--- src/rtl/dsf_pkg.sv ---
package dsf_pkg;

    localparam int unsigned DSF_DEF_THREADS = 4;
    localparam int unsigned DSF_DEF_PC_W    = 16;
    localparam int unsigned DSF_CMP_W       = 64;

    // What the front end does this cycle
    typedef enum logic [1:0] {
        PH_IDLE = 2'd0,   // nobody active
        PH_RUN  = 2'd1,   // current set non-empty: fetch
        PH_SWAP = 2'd2    // current drained, future waiting: exchange roles
    } dsf_phase_e;

    // A taken branch whose target is not above its own address loops back
    function automatic logic dsf_loops_back(input logic [DSF_CMP_W-1:0] from_pc,
                                            input logic [DSF_CMP_W-1:0] to_pc);
        return to_pc <= from_pc;
    endfunction

endpackage

--- src/rtl/dsf_min_pc.sv ---
module dsf_min_pc #(
    parameter int unsigned N_THREADS = 4,
    parameter int unsigned PC_W      = 16
) (
    input  logic [N_THREADS-1:0]      cand,
    input  logic [N_THREADS*PC_W-1:0] pcs,
    output logic                      found,
    output logic [PC_W-1:0]           min_pc
);

    logic [N_THREADS:0]           seen;
    logic [N_THREADS:0][PC_W-1:0] best;

    assign seen[0] = 1'b0;
    assign best[0] = '0;

    // Linear running minimum over the candidate threads
    for (genvar k = 0; k < N_THREADS; k++) begin : g_stage
        logic [PC_W-1:0] this_pc;
        logic            take;
        assign this_pc     = pcs[k*PC_W +: PC_W];
        assign take        = cand[k] && (!seen[k] || (this_pc < best[k]));
        assign best[k+1]   = take ? this_pc : best[k];
        assign seen[k+1]   = seen[k] | cand[k];
    end

    assign found  = seen[N_THREADS];
    assign min_pc = best[N_THREADS];

endmodule

--- src/rtl/dsf_member_slot.sv ---
module dsf_member_slot
    import dsf_pkg::*;
#(
    parameter int unsigned PC_W = 16
) (
    input  logic            clk,
    input  logic            rst,
    input  logic            active,
    input  logic            granted,
    input  logic            taken,
    input  logic [PC_W-1:0] cur_pc,
    input  logic [PC_W-1:0] next_pc,
    input  logic            swap,
    output logic            in_future
);

    logic parks;

    assign parks = granted && taken &&
                   dsf_loops_back(DSF_CMP_W'(cur_pc), DSF_CMP_W'(next_pc));

    always_ff @(posedge clk) begin
        if (rst) begin
            in_future <= 1'b0;
        end else if (!active) begin
            in_future <= 1'b0;          // finished: out of both sets
        end else if (swap) begin
            in_future <= 1'b0;          // waiting set becomes the running set
        end else if (parks) begin
            in_future <= 1'b1;
        end
    end

endmodule

--- src/rtl/dual_set_fetch_sched.sv ---
module dual_set_fetch_sched
    import dsf_pkg::*;
#(
    parameter int unsigned N_THREADS = DSF_DEF_THREADS,
    parameter int unsigned PC_W      = DSF_DEF_PC_W
) (
    input  logic                      clk,
    input  logic                      rst,
    input  logic [N_THREADS-1:0]      thr_active,
    input  logic [N_THREADS*PC_W-1:0] thr_pc,
    input  logic [N_THREADS-1:0]      br_taken,
    input  logic [N_THREADS*PC_W-1:0] br_next_pc,
    output logic                      fetch_valid,
    output logic [PC_W-1:0]           fetch_pc,
    output logic [N_THREADS-1:0]      fetch_mask,
    output logic [N_THREADS-1:0]      cur_mask,
    output logic [N_THREADS-1:0]      fut_mask
);

    logic [N_THREADS-1:0] fut_bit;
    logic                 any_cur;
    logic [PC_W-1:0]      low_pc;
    dsf_phase_e           phase;
    logic                 swap;

    assign cur_mask = thr_active & ~fut_bit;
    assign fut_mask = thr_active & fut_bit;

    dsf_min_pc #(
        .N_THREADS (N_THREADS),
        .PC_W      (PC_W)
    ) u_min (
        .cand   (cur_mask),
        .pcs    (thr_pc),
        .found  (any_cur),
        .min_pc (low_pc)
    );

    always_comb begin
        if (any_cur)
            phase = PH_RUN;
        else if (|fut_mask)
            phase = PH_SWAP;
        else
            phase = PH_IDLE;
    end

    assign swap        = (phase == PH_SWAP);
    assign fetch_valid = (phase == PH_RUN);
    assign fetch_pc    = fetch_valid ? low_pc : '0;

    for (genvar g = 0; g < N_THREADS; g++) begin : g_thr
        assign fetch_mask[g] = fetch_valid && cur_mask[g] &&
                               (thr_pc[g*PC_W +: PC_W] == low_pc);

        dsf_member_slot #(
            .PC_W (PC_W)
        ) u_slot (
            .clk       (clk),
            .rst       (rst),
            .active    (thr_active[g]),
            .granted   (fetch_mask[g]),
            .taken     (br_taken[g]),
            .cur_pc    (thr_pc[g*PC_W +: PC_W]),
            .next_pc   (br_next_pc[g*PC_W +: PC_W]),
            .swap      (swap),
            .in_future (fut_bit[g])
        );
    end

endmodule

--- config.mk ---
export PLATFORM = sky130hd
export DESIGN_NAME = dual_set_fetch_sched
export DESIGN_NICKNAME = d
export VERILOG_FILES = /design/src/rtl/dsf_pkg.sv /design/src/rtl/dsf_min_pc.sv /design/src/rtl/dsf_member_slot.sv /design/src/rtl/dual_set_fetch_sched.sv
export SDC_FILE = /design/constraint.sdc
export NUM_CORES = 1
export LEC_CHECK = 0
export BUFFER_PORTS_ARGS = -buffer_cell sky130_fd_sc_hd__buf_2
export CAP_MARGIN = 25
export CORE_ASPECT_RATIO = 1.5
export CORE_MARGIN = 10
export CORE_UTILIZATION = 40
export CTS_CLUSTER_DIAMETER = 30
export DETAILED_ROUTE_END_ITERATION = 8
export HOLD_SLACK_MARGIN = 0.03
export MAX_ROUTING_LAYER = met4
export PLACE_DENSITY = 0.66
export SYNTH_ARGS = -nofsm -noshare
export SYNTH_HDL_FRONTEND = slang
export SYNTH_SLANG_ARGS = --single-unit
--- constraint.sdc ---
create_clock -name clk -period 9.45 [get_ports clk]
set_input_delay 0.4725 -clock clk [delete_from_list [all_inputs] [get_ports clk]]
set_output_delay 0.4725 -clock clk [all_outputs]
set_load 0.02 [all_outputs]
==> qor.yml, run 1 <==
status: "finished, final reports clean"
crit_slowest_cell: "o221a_2"
yosys.area.top_type_share: 0.256
final_net_count: 1149
area_delta_synth_final_pct: 22.1
post_dp_cell_area_um2: 6430
yosys_warnings: 0
firstDrtPassIters: 5
ys_async_sr_fraction: 0
die-area_um2: 18400
die_x_um: 114
hp-class: "register to register"
cts_tree: "yes"
setup_viol: 0
drc: 0
final_area_um2: 6500
wl_per_cell_um: 27.4
power.leakage_nw: 3.32
crit_path_max_incr_delay_ps: 620
power_frac_seq: 0.029
grt_pass1_wl_um: 42400
clockBufferDepth: 2
yosys_most_used_dff: "dfxtp_1"
antenna_found_initial: 0
seqCellArea_um2: 80.1
drive_gt1_frac: 0.269
crit_path_start_kind: "register"
syn-num-nets: 973
cts_inserted_buffers: 3
syn_inst: 726
ant_nets: 0
largest_reg_flops: 4
worstPathRequired_ps: 8980
final_cell_mix: "buf_2, ha_1, inv_1, nand2_1, a21oi_1"
gp_congestion: 1.12
root_buffer: "clkbuf_16"
diodes: 0
clock_latency_ps: 220
worst_pin_slew_ps: 786
first_iter_violations: 653
rows: 51
syn_area_per_cell_um2: 7.34
max-cap-violations: 0
cts.sinks: 4
fp.coreArea_um2: 13000
totalWireLength_um: 29100
io_buffers: 166
synth_area_leader_cell: "ha_1"
power.switching_uw: 315
endpoint_kind: "primary output"
yosysSeqAreaShare: 0.0150
p_clk_frac: 0.115
powerDensity_nw_per_um2: 89.0
die_h_um: 161
final_common_cell: "buf_2"
dp_hpwl_um: 24700
pin_count: 167
arrival_ps: 8400
multi_input_area_um2: 4760
grt_usage: 0.306
synth_area_um2: 5330
final_cells: 1059
grt_max_degree: 22
fill_cells: 1423
setup_slack_ps: 580
vias_per_cell: 6.40
pwr-share-comb: 0.856
ys_ff_latch: 4
cts.htree.levels: 1
total_power_uw: 579
largestRegisters: "g_thr.u_slot.in_future (4)"
rsz0062_at_grt: "no"
post_synth_num_cell_types: 73
p_sw_frac: 0.544
critical_path_class: "register to primary output"
initial_utilization: 0.409
slew_violations: 0
hold_viol: 0
regMostFlops: "g_thr.u_slot.in_future"
tns_ps: 0
crit_path_max_fanout: 21
cts-resized-gates: 0
yosys-top-cells-area: "ha_1, inv_1, xnor2_1"
place_ws_ps: 754
slew_headroom: 0.470
path_clk_slew_ps: 30
grt_pass1_vias: 6902
fin_crit_ps: 8870
hold_buffers: 0
period_share: 0.939
ir_worst_vdd_mv: 0.0520
grt-ovfl-total: 0
fmax_mhz: 113
cellInternalPower_uw: 264
post_cts_buffers: 0
dp.cells: 1056
skew_ps: 3.41
vias: 6779
synth_edf_count: 0
cp-startpoint: "g_thr[0].u_slot.in_future$_SDFFE_PP0P_"
r2r-start: "g_thr[0].u_slot.in_future$_SDFFE_PP0P_"
holdCritStartpoint: "g_thr[2].u_slot.in_future$_SDFFE_PP0P_"
## power by group through the flow
stage          registers (mW)  clock network (mW)  logic [mW]
5_1_grt                0.0171              0.0694       0.531
4_1_cts                0.0171              0.0667       0.482
6_report               0.0171              0.0665       0.496
3_5_place_dp           0.0173                   0       0.480
3_3_place_gp           0.0173                   0       0.483
2_1_floorplan          0.0173                   0       0.292
## area by class of cell
type	count	share of cell area
sequential	4	0.0123
timing repair buffer	197	0.163
tap	159	0.0306
multi-input combinational	608	0.731
inverter	88	0.0508
clock buffer	3	0.0115
## stage by stage
stage / hold WS (ps) / util
after floorplan: 437 / -
after global placement: 495 / 0.494
after detailed placement: 495 / 0.494
after CTS: 502 / 0.500
after global routing: 546 / 0.500
final: 501 / 0.500
## cells by family after synthesis
logic type | Yosys count | share of synthesized area
mux | 33 | 0.0749
simple gates | 191 | 0.186
fa+ha+maj | 109 | 0.256
buf+inv | 114 | 0.0923
xor+xnor | 46 | 0.0756
compound gates | 229 | 0.300
flops | 4 | 0.0150
## metal layers
metal  track usage  vias to the layer above  wire, um
met5             -                        -         0
met4         0.201                        0      2340
met3        0.0367                      135      2150
met2         0.508                      429     14000
met1         0.336                     3149     10600
li1              -                     3066         -
## worst max-delay path: cells and delay by family (launching register included)
family                     cells  cell delay, ps
muxes                          2             750
buffers and inverters          4             700
and+or+nand+nor                8            1430
adders and majority gates      3             880
DFF                            1             310
AOI/OAI and AO/OA             13            4060
## worst paths after layout
| check | slack [ps] | depth (start not counted) | to |
|---|---|---|---|
| min | 500 | 1 | g_thr[2].u_slot.in_future$_SDFFE_PP0P_ |
| min reg2reg | 500 | 1 | g_thr[2].u_slot.in_future$_SDFFE_PP0P_ |
| max | 580 | 30 | fetch_mask[3] |
| max reg2reg | 1130 | 31 | g_thr[2].u_slot.in_future$_SDFFE_PP0P_ |
## synth_stat cells (all sizes together) (13+ instances only)
| cell type | instances |
|---|---|
| xor2 | 14 |
| clkbuf | 15 |
| nand4 | 29 |
| nor2 | 27 |
| o22ai | 15 |
| inv | 88 |
| o21ai | 45 |
| mux2 | 24 |
| xnor2 | 32 |
| ha | 109 |
| a21o | 16 |
| a21oi | 46 |
| o21a | 18 |
| nand3 | 13 |
| nand2 | 62 |
(Power assumes the default switching activity.)
==> run 2: changes to the inputs <==
CORE_UTILIZATION = 30   (was 40)
CTS_BUF_LIST = sky130_fd_sc_hd__clkbuf_16   (was unset)
PLACE_DENSITY = 0.53   (was 0.66)
==> qor.yml, run 2 (synthesized netlist as in run 1, its figures left out) <==
status: "finished, final reports clean"  # unchanged
worstHoldEndpoint: "g_thr[2].u_slot.in_future$_SDFFE_PP0P_"  # unchanged
period_share: 0.954  # was 0.939
cts.sinks: 4  # unchanged
path_clk_slew_ps: 30  # about the same
power.leakage_nw: 3.33  # was 3.32 nW
endpoint_kind: "primary output"  # unchanged
dp_hpwl_um: 26200  # was 24700 um
diodes: 0  # unchanged
fill_cells: 1931  # was 1423
r2r-end: "g_thr[1].u_slot.in_future$_SDFFE_PP0P_"  # was g_thr[2].u_slot.in_future$_SDFFE_PP0P_
final_cell_mix: "buf_2, ha_1, inv_1, nand2_1, a21oi_1"  # unchanged
final_net_count: 1149  # unchanged
grt_usage: 0.253  # was 0.306
max-cap-violations: 0  # unchanged
fin_crit_ps: 9020  # was 8870 ps
die_x_um: 129  # was 114 um
regMostFlops: "g_thr.u_slot.in_future"  # unchanged
r2r_slack_ps: 990  # was 1130 ps
r2r-start: "g_thr[0].u_slot.in_future$_SDFFE_PP0P_"  # unchanged
first_iter_violations: 623  # was 653
ant_nets: 0  # unchanged
critical_path_class: "register to primary output"  # unchanged
root_buffer: "clkbuf_16"  # unchanged
hold_depth: 1  # unchanged
vias: 6819  # was 6779
rr_worst_depth: 32  # was 31
cts.htree.levels: 1  # unchanged
fp.coreArea_um2: 17400  # was 13000 um2
drc: 0  # unchanged
ir_worst_vdd_mv: 0.0630  # was 0.0520 mV
area_delta_synth_final_pct: 24.0  # was 22.1%
clock_latency_ps: 230  # was 220 ps
totalWireLength_um: 30600  # was 29100 um
cts_inserted_buffers: 3  # unchanged
p_clk_frac: 0.116  # was 0.115
hp-class: "register to register"  # unchanged
grt_pass1_wl_um: 44100  # was 42400 um
pwr-share-comb: 0.855  # was 0.856
power_frac_seq: 0.029  # about the same
crit_path_max_fanout: 17  # was 21
hold_buffers: 0  # unchanged
grt-ovfl-total: 0  # unchanged
fmax_mhz: 111  # was 113 MHz
initial_utilization: 0.306  # was 0.409
holdWs_ps: 510  # was 501 ps
grt_pass1_vias: 7096  # was 6902
die_h_um: 183  # was 161 um
wl_per_cell_um: 27.5  # was 27.4 um
skew_ps: 2.67  # was 3.41 ps
io_buffers: 166  # unchanged
setup_viol: 0  # unchanged
utilization: 0.379  # was 0.500
tns_ps: 0  # unchanged
crit_path_start_kind: "register"  # unchanged
power.switching_uw: 318  # was 315 uW
largestRegisters: "g_thr.u_slot.in_future (4)"  # unchanged
die-area_um2: 23600  # was 18400 um2
holdCritStartpoint: "g_thr[2].u_slot.in_future$_SDFFE_PP0P_"  # unchanged
cts-resized-gates: 0  # unchanged
rows: 59  # was 51
hold_viol: 0  # unchanged
crit_path_max_incr_delay_ps: 370  # was 620 ps
antenna_found_initial: 0  # unchanged
total_power_uw: 583  # was 579 uW
worstPathRequired_ps: 8980  # about the same
powerDensity_nw_per_um2: 88.2  # was 89.0 nW/um2
p_sw_frac: 0.546  # was 0.544
cts_tree: "yes"  # unchanged
post_cts_buffers: 0  # unchanged
slew_headroom: 0.425  # was 0.470
drive_gt1_frac: 0.273  # was 0.269
firstDrtPassIters: 6  # was 5
cellInternalPower_uw: 265  # was 264 uW
clockBufferDepth: 2  # unchanged
grt_max_degree: 18  # was 22
worst_pin_slew_ps: 853  # was 786 ps
final_common_cell: "buf_2"  # unchanged
largest_reg_flops: 4  # unchanged
gp_congestion: 1.03  # was 1.12
pin_count: 167  # unchanged
crit_slowest_cell: "mux2_4"  # was o221a_2
vias_per_cell: 6.13  # was 6.40
arrival_ps: 8540  # was 8400 ps
slew_violations: 0  # unchanged
## run 2: worst max path at each step
stage          cells past startpoint  slack, ps             to                                    from
5_1_grt                           32         -3  fetch_mask[2]  g_thr[0].u_slot.in_future$_SDFFE_PP0P_
3_5_place_dp                      32        480  fetch_mask[2]                           thr_active[0]
4_1_cts                           31        400  fetch_mask[2]  g_thr[0].u_slot.in_future$_SDFFE_PP0P_
6_report                          31        430  fetch_mask[1]  g_thr[0].u_slot.in_future$_SDFFE_PP0P_
2_1_floorplan                     37       1270  fetch_mask[1]                           thr_active[0]
3_3_place_gp                      31        260  fetch_mask[1]                           thr_active[0]
## run 2: per-layer routing
metal / GRT usage / vias to the layer above / share of wire
li1: - / 3071 / -
met1: 0.264 / 3179 / 0.36
met2: 0.433 / 411 / 0.48
met3: 0.0323 / 158 / 0.068
met4: 0.178 / 0 / 0.090
met5: - / - / 0
## run 2: final cells by class
cell class / instances / area, um2 / area share
sequential: 4 / 80.1 / 0.0121
multi-input combinational: 608 / 4790 / 0.724
clock buffer: 3 / 75.1 / 0.0114
tap: 213 / 267 / 0.0403
inverter: 88 / 332 / 0.0502
timing repair buffer: 197 / 1070 / 0.162
## run 2: stage by stage
step | instance area, um2 | setup WS (ps) | instances
2_1_floorplan | 5330 | 1270 | 726
3_3_place_gp | 6490 | 259 | 1109
3_5_place_dp | 6500 | 477 | 1110
4_1_cts | 6580 | 403 | 1113
5_1_grt | 6610 | -3.11 | 1113
6_report | 6610 | 434 | 1113
## run 2: power by group through the flow
stage / logic [mW] / registers, mW / clock network, mW
after floorplan: 0.292 / 0.0173 / 0
after global placement: 0.487 / 0.0173 / 0
after detailed placement: 0.485 / 0.0173 / 0
after CTS: 0.487 / 0.0171 / 0.0676
after global routing: 0.536 / 0.0171 / 0.0697
final: 0.498 / 0.0171 / 0.0675
## run 2: critical path, delay by kind of cell (launching register included)
kind            cells  cell delay (ps)
compound gates     10             2890
simple gates       11             2290
buf+inv             5             1080
fa+ha+maj           3              960
mux                 2              720
flops               1              320
==> run 3: changes to the inputs <==
clock period = 8.85 ns   (was 9.45 ns; I/O delays follow)
==> qor.yml, run 3 (synthesized netlist as in run 1, its figures left out) <==
status: "finished, final reports clean"  # unchanged
wl_per_cell_um: 26.4  # was 27.5 um
vias_per_cell: 5.98  # was 6.13
totalWireLength_um: 29500  # was 30600 um
hp-class: "register to register"  # unchanged
final_common_cell: "buf_2"  # unchanged
crit_slowest_cell: "mux2_2"  # was mux2_4
holdWs_ps: 521  # was 510 ps
period_share: 0.950
ir_worst_vdd_mv: 0.0466  # was 0.0630 mV
skew_ps: 1.55  # was 2.67 ps
utilization: 0.385  # was 0.379
regMostFlops: "g_thr.u_slot.in_future"  # unchanged
grt_max_degree: 18  # unchanged
root_buffer: "clkbuf_16"  # unchanged
crit_path_max_fanout: 17  # unchanged
first_iter_violations: 637  # was 623
grt_pass1_vias: 6805  # was 7096
largestRegisters: "g_thr.u_slot.in_future (4)"  # unchanged
area_delta_synth_final_pct: 25.9  # was 24.0%
drc: 0  # unchanged
power.switching_uw: 337  # was 318 uW
clock_latency_ps: 220  # was 230 ps
die_h_um: 183  # unchanged
largest_reg_flops: 4  # unchanged
cts_tree: "yes"  # unchanged
pwr-share-comb: 0.858  # was 0.855
slew_violations: 0  # unchanged
cts_inserted_buffers: 3  # unchanged
hold_depth: 1  # unchanged
io_buffers: 166  # unchanged
antenna_found_initial: 0  # unchanged
crit_path_max_incr_delay_ps: 420  # was 370 ps
arrival_ps: 7970  # was 8540 ps
cts.sinks: 4  # unchanged
dp_hpwl_um: 25400  # was 26200 um
p_clk_frac: 0.112  # was 0.116
p_sw_frac: 0.539  # was 0.546
worstPathRequired_ps: 8410  # was 8980 ps
die_x_um: 129  # unchanged
tns_ps: 0  # unchanged
powerDensity_nw_per_um2: 93.3  # was 88.2 nW/um2
crit_top_cell: "nand4_1"
pin_count: 167  # unchanged
rr_worst_depth: 33  # was 32
power_frac_seq: 0.029  # about the same
die-area_um2: 23600  # unchanged
fp.coreArea_um2: 17400  # unchanged
fin_crit_ps: 8410
drive_gt1_frac: 0.287  # was 0.273
slew_headroom: 0.437  # was 0.425
critical_path_class: "register to primary output"  # unchanged
cellInternalPower_uw: 289  # was 265 uW
firstDrtPassIters: 6  # unchanged
clockBufferDepth: 2  # unchanged
grt-ovfl-total: 0  # unchanged
hold_buffers: 0  # unchanged
setup_viol: 0  # unchanged
hold_viol: 0  # unchanged
diodes: 0  # unchanged
power.leakage_nw: 3.38  # was 3.33 nW
crit_path_start_kind: "register"  # unchanged
max-cap-violations: 0  # unchanged
fill_cells: 1991  # was 1931
fmax_mhz: 119
final_cell_mix: "buf_2, ha_1, inv_1, nand2_1, a21oi_1"  # unchanged
vias: 6696  # was 6819
path_clk_slew_ps: 30  # about the same
grt_usage: 0.245  # was 0.253
gp_congestion: 1.01  # was 1.03
final_net_count: 1156  # was 1149
worst_pin_slew_ps: 835  # was 853 ps
grt_pass1_wl_um: 42500  # was 44100 um
ant_nets: 0  # unchanged
rsz0062_at_grt: "no"
rows: 59  # unchanged
initial_utilization: 0.306  # unchanged
endpoint_kind: "primary output"  # unchanged
cts.htree.levels: 1  # unchanged
run 3: cell types whose count changed in the layout (fill, tap and decap cells not counted), moves of 2 or more:
cell	previous run	this run
mux2i_1	6	4
a21oi_2	1	5
a21oi_4	2	0
a21oi_1	43	41
buf_4	30	37
o221a_2	2	0
run 3: worst paths after layout:
path	from	endpoint	slack, ps
max	g_thr[0].u_slot.in_future$_SDFFE_PP0P_	fetch_mask[1]	440
min	g_thr[3].u_slot.in_future$_SDFFE_PP0P_	g_thr[3].u_slot.in_future$_SDFFE_PP0P_	520
max reg2reg	g_thr[0].u_slot.in_future$_SDFFE_PP0P_	g_thr[1].u_slot.in_future$_SDFFE_PP0P_	940
min reg2reg	g_thr[3].u_slot.in_future$_SDFFE_PP0P_	g_thr[3].u_slot.in_future$_SDFFE_PP0P_	520
run 3: layer usage:
layer | vias up | track usage | wire (um)
li1 | 3085 | - | -
met1 | 3113 | 0.263 | 10900
met2 | 381 | 0.416 | 14400
met3 | 117 | 0.0286 | 1920
met4 | 0 | 0.161 | 2350
met5 | - | - | 0
run 3: worst max-delay path, delay by kind of cell, from the launching register on:
family          cells  cell delay [ps]
flops               1              310
compound gates     10             2650
buf+inv             7             1180
mux                 2              820
simple gates       10             1770
fa+ha+maj           3              960
run 3: layout make-up:
type	count	area, um2	area share
clock buffers	3	75.1	0.0112
inverters	88	335	0.0500
multi-input cells	608	4830	0.719
flip-flops and latches	4	80.1	0.0119
well taps	213	267	0.0397
repair buffers	204	1130	0.168
run 3: repair_timing:
item	in CTS	in global routing
endpoints found under the setup margin	1	5
gates resized for setup	2	14
buffers inserted	0	6
pin swaps	0	5
run 3: stage by stage:
stage                     instance area [um2]  power (mW)  instances  setup slack (ps)
final                                    6710       0.626       1120               439
after global routing                     6710       0.670       1120              13.4
after CTS                                6600       0.609       1114              74.5
after detailed placement                 6520       0.534       1111              36.3
after global placement                   6520       0.538       1111               139
after floorplan                          5330       0.331        726               727
run 3: power groups by stage:
stage               logic, mW  registers (mW)  clock network (mW)
floorplan               0.312          0.0185                   0
global placement        0.520          0.0185                   0
detailed placement      0.516          0.0185                   0
CTS                     0.519          0.0182              0.0718
global route            0.578          0.0182              0.0735
finish                  0.538          0.0182              0.0704
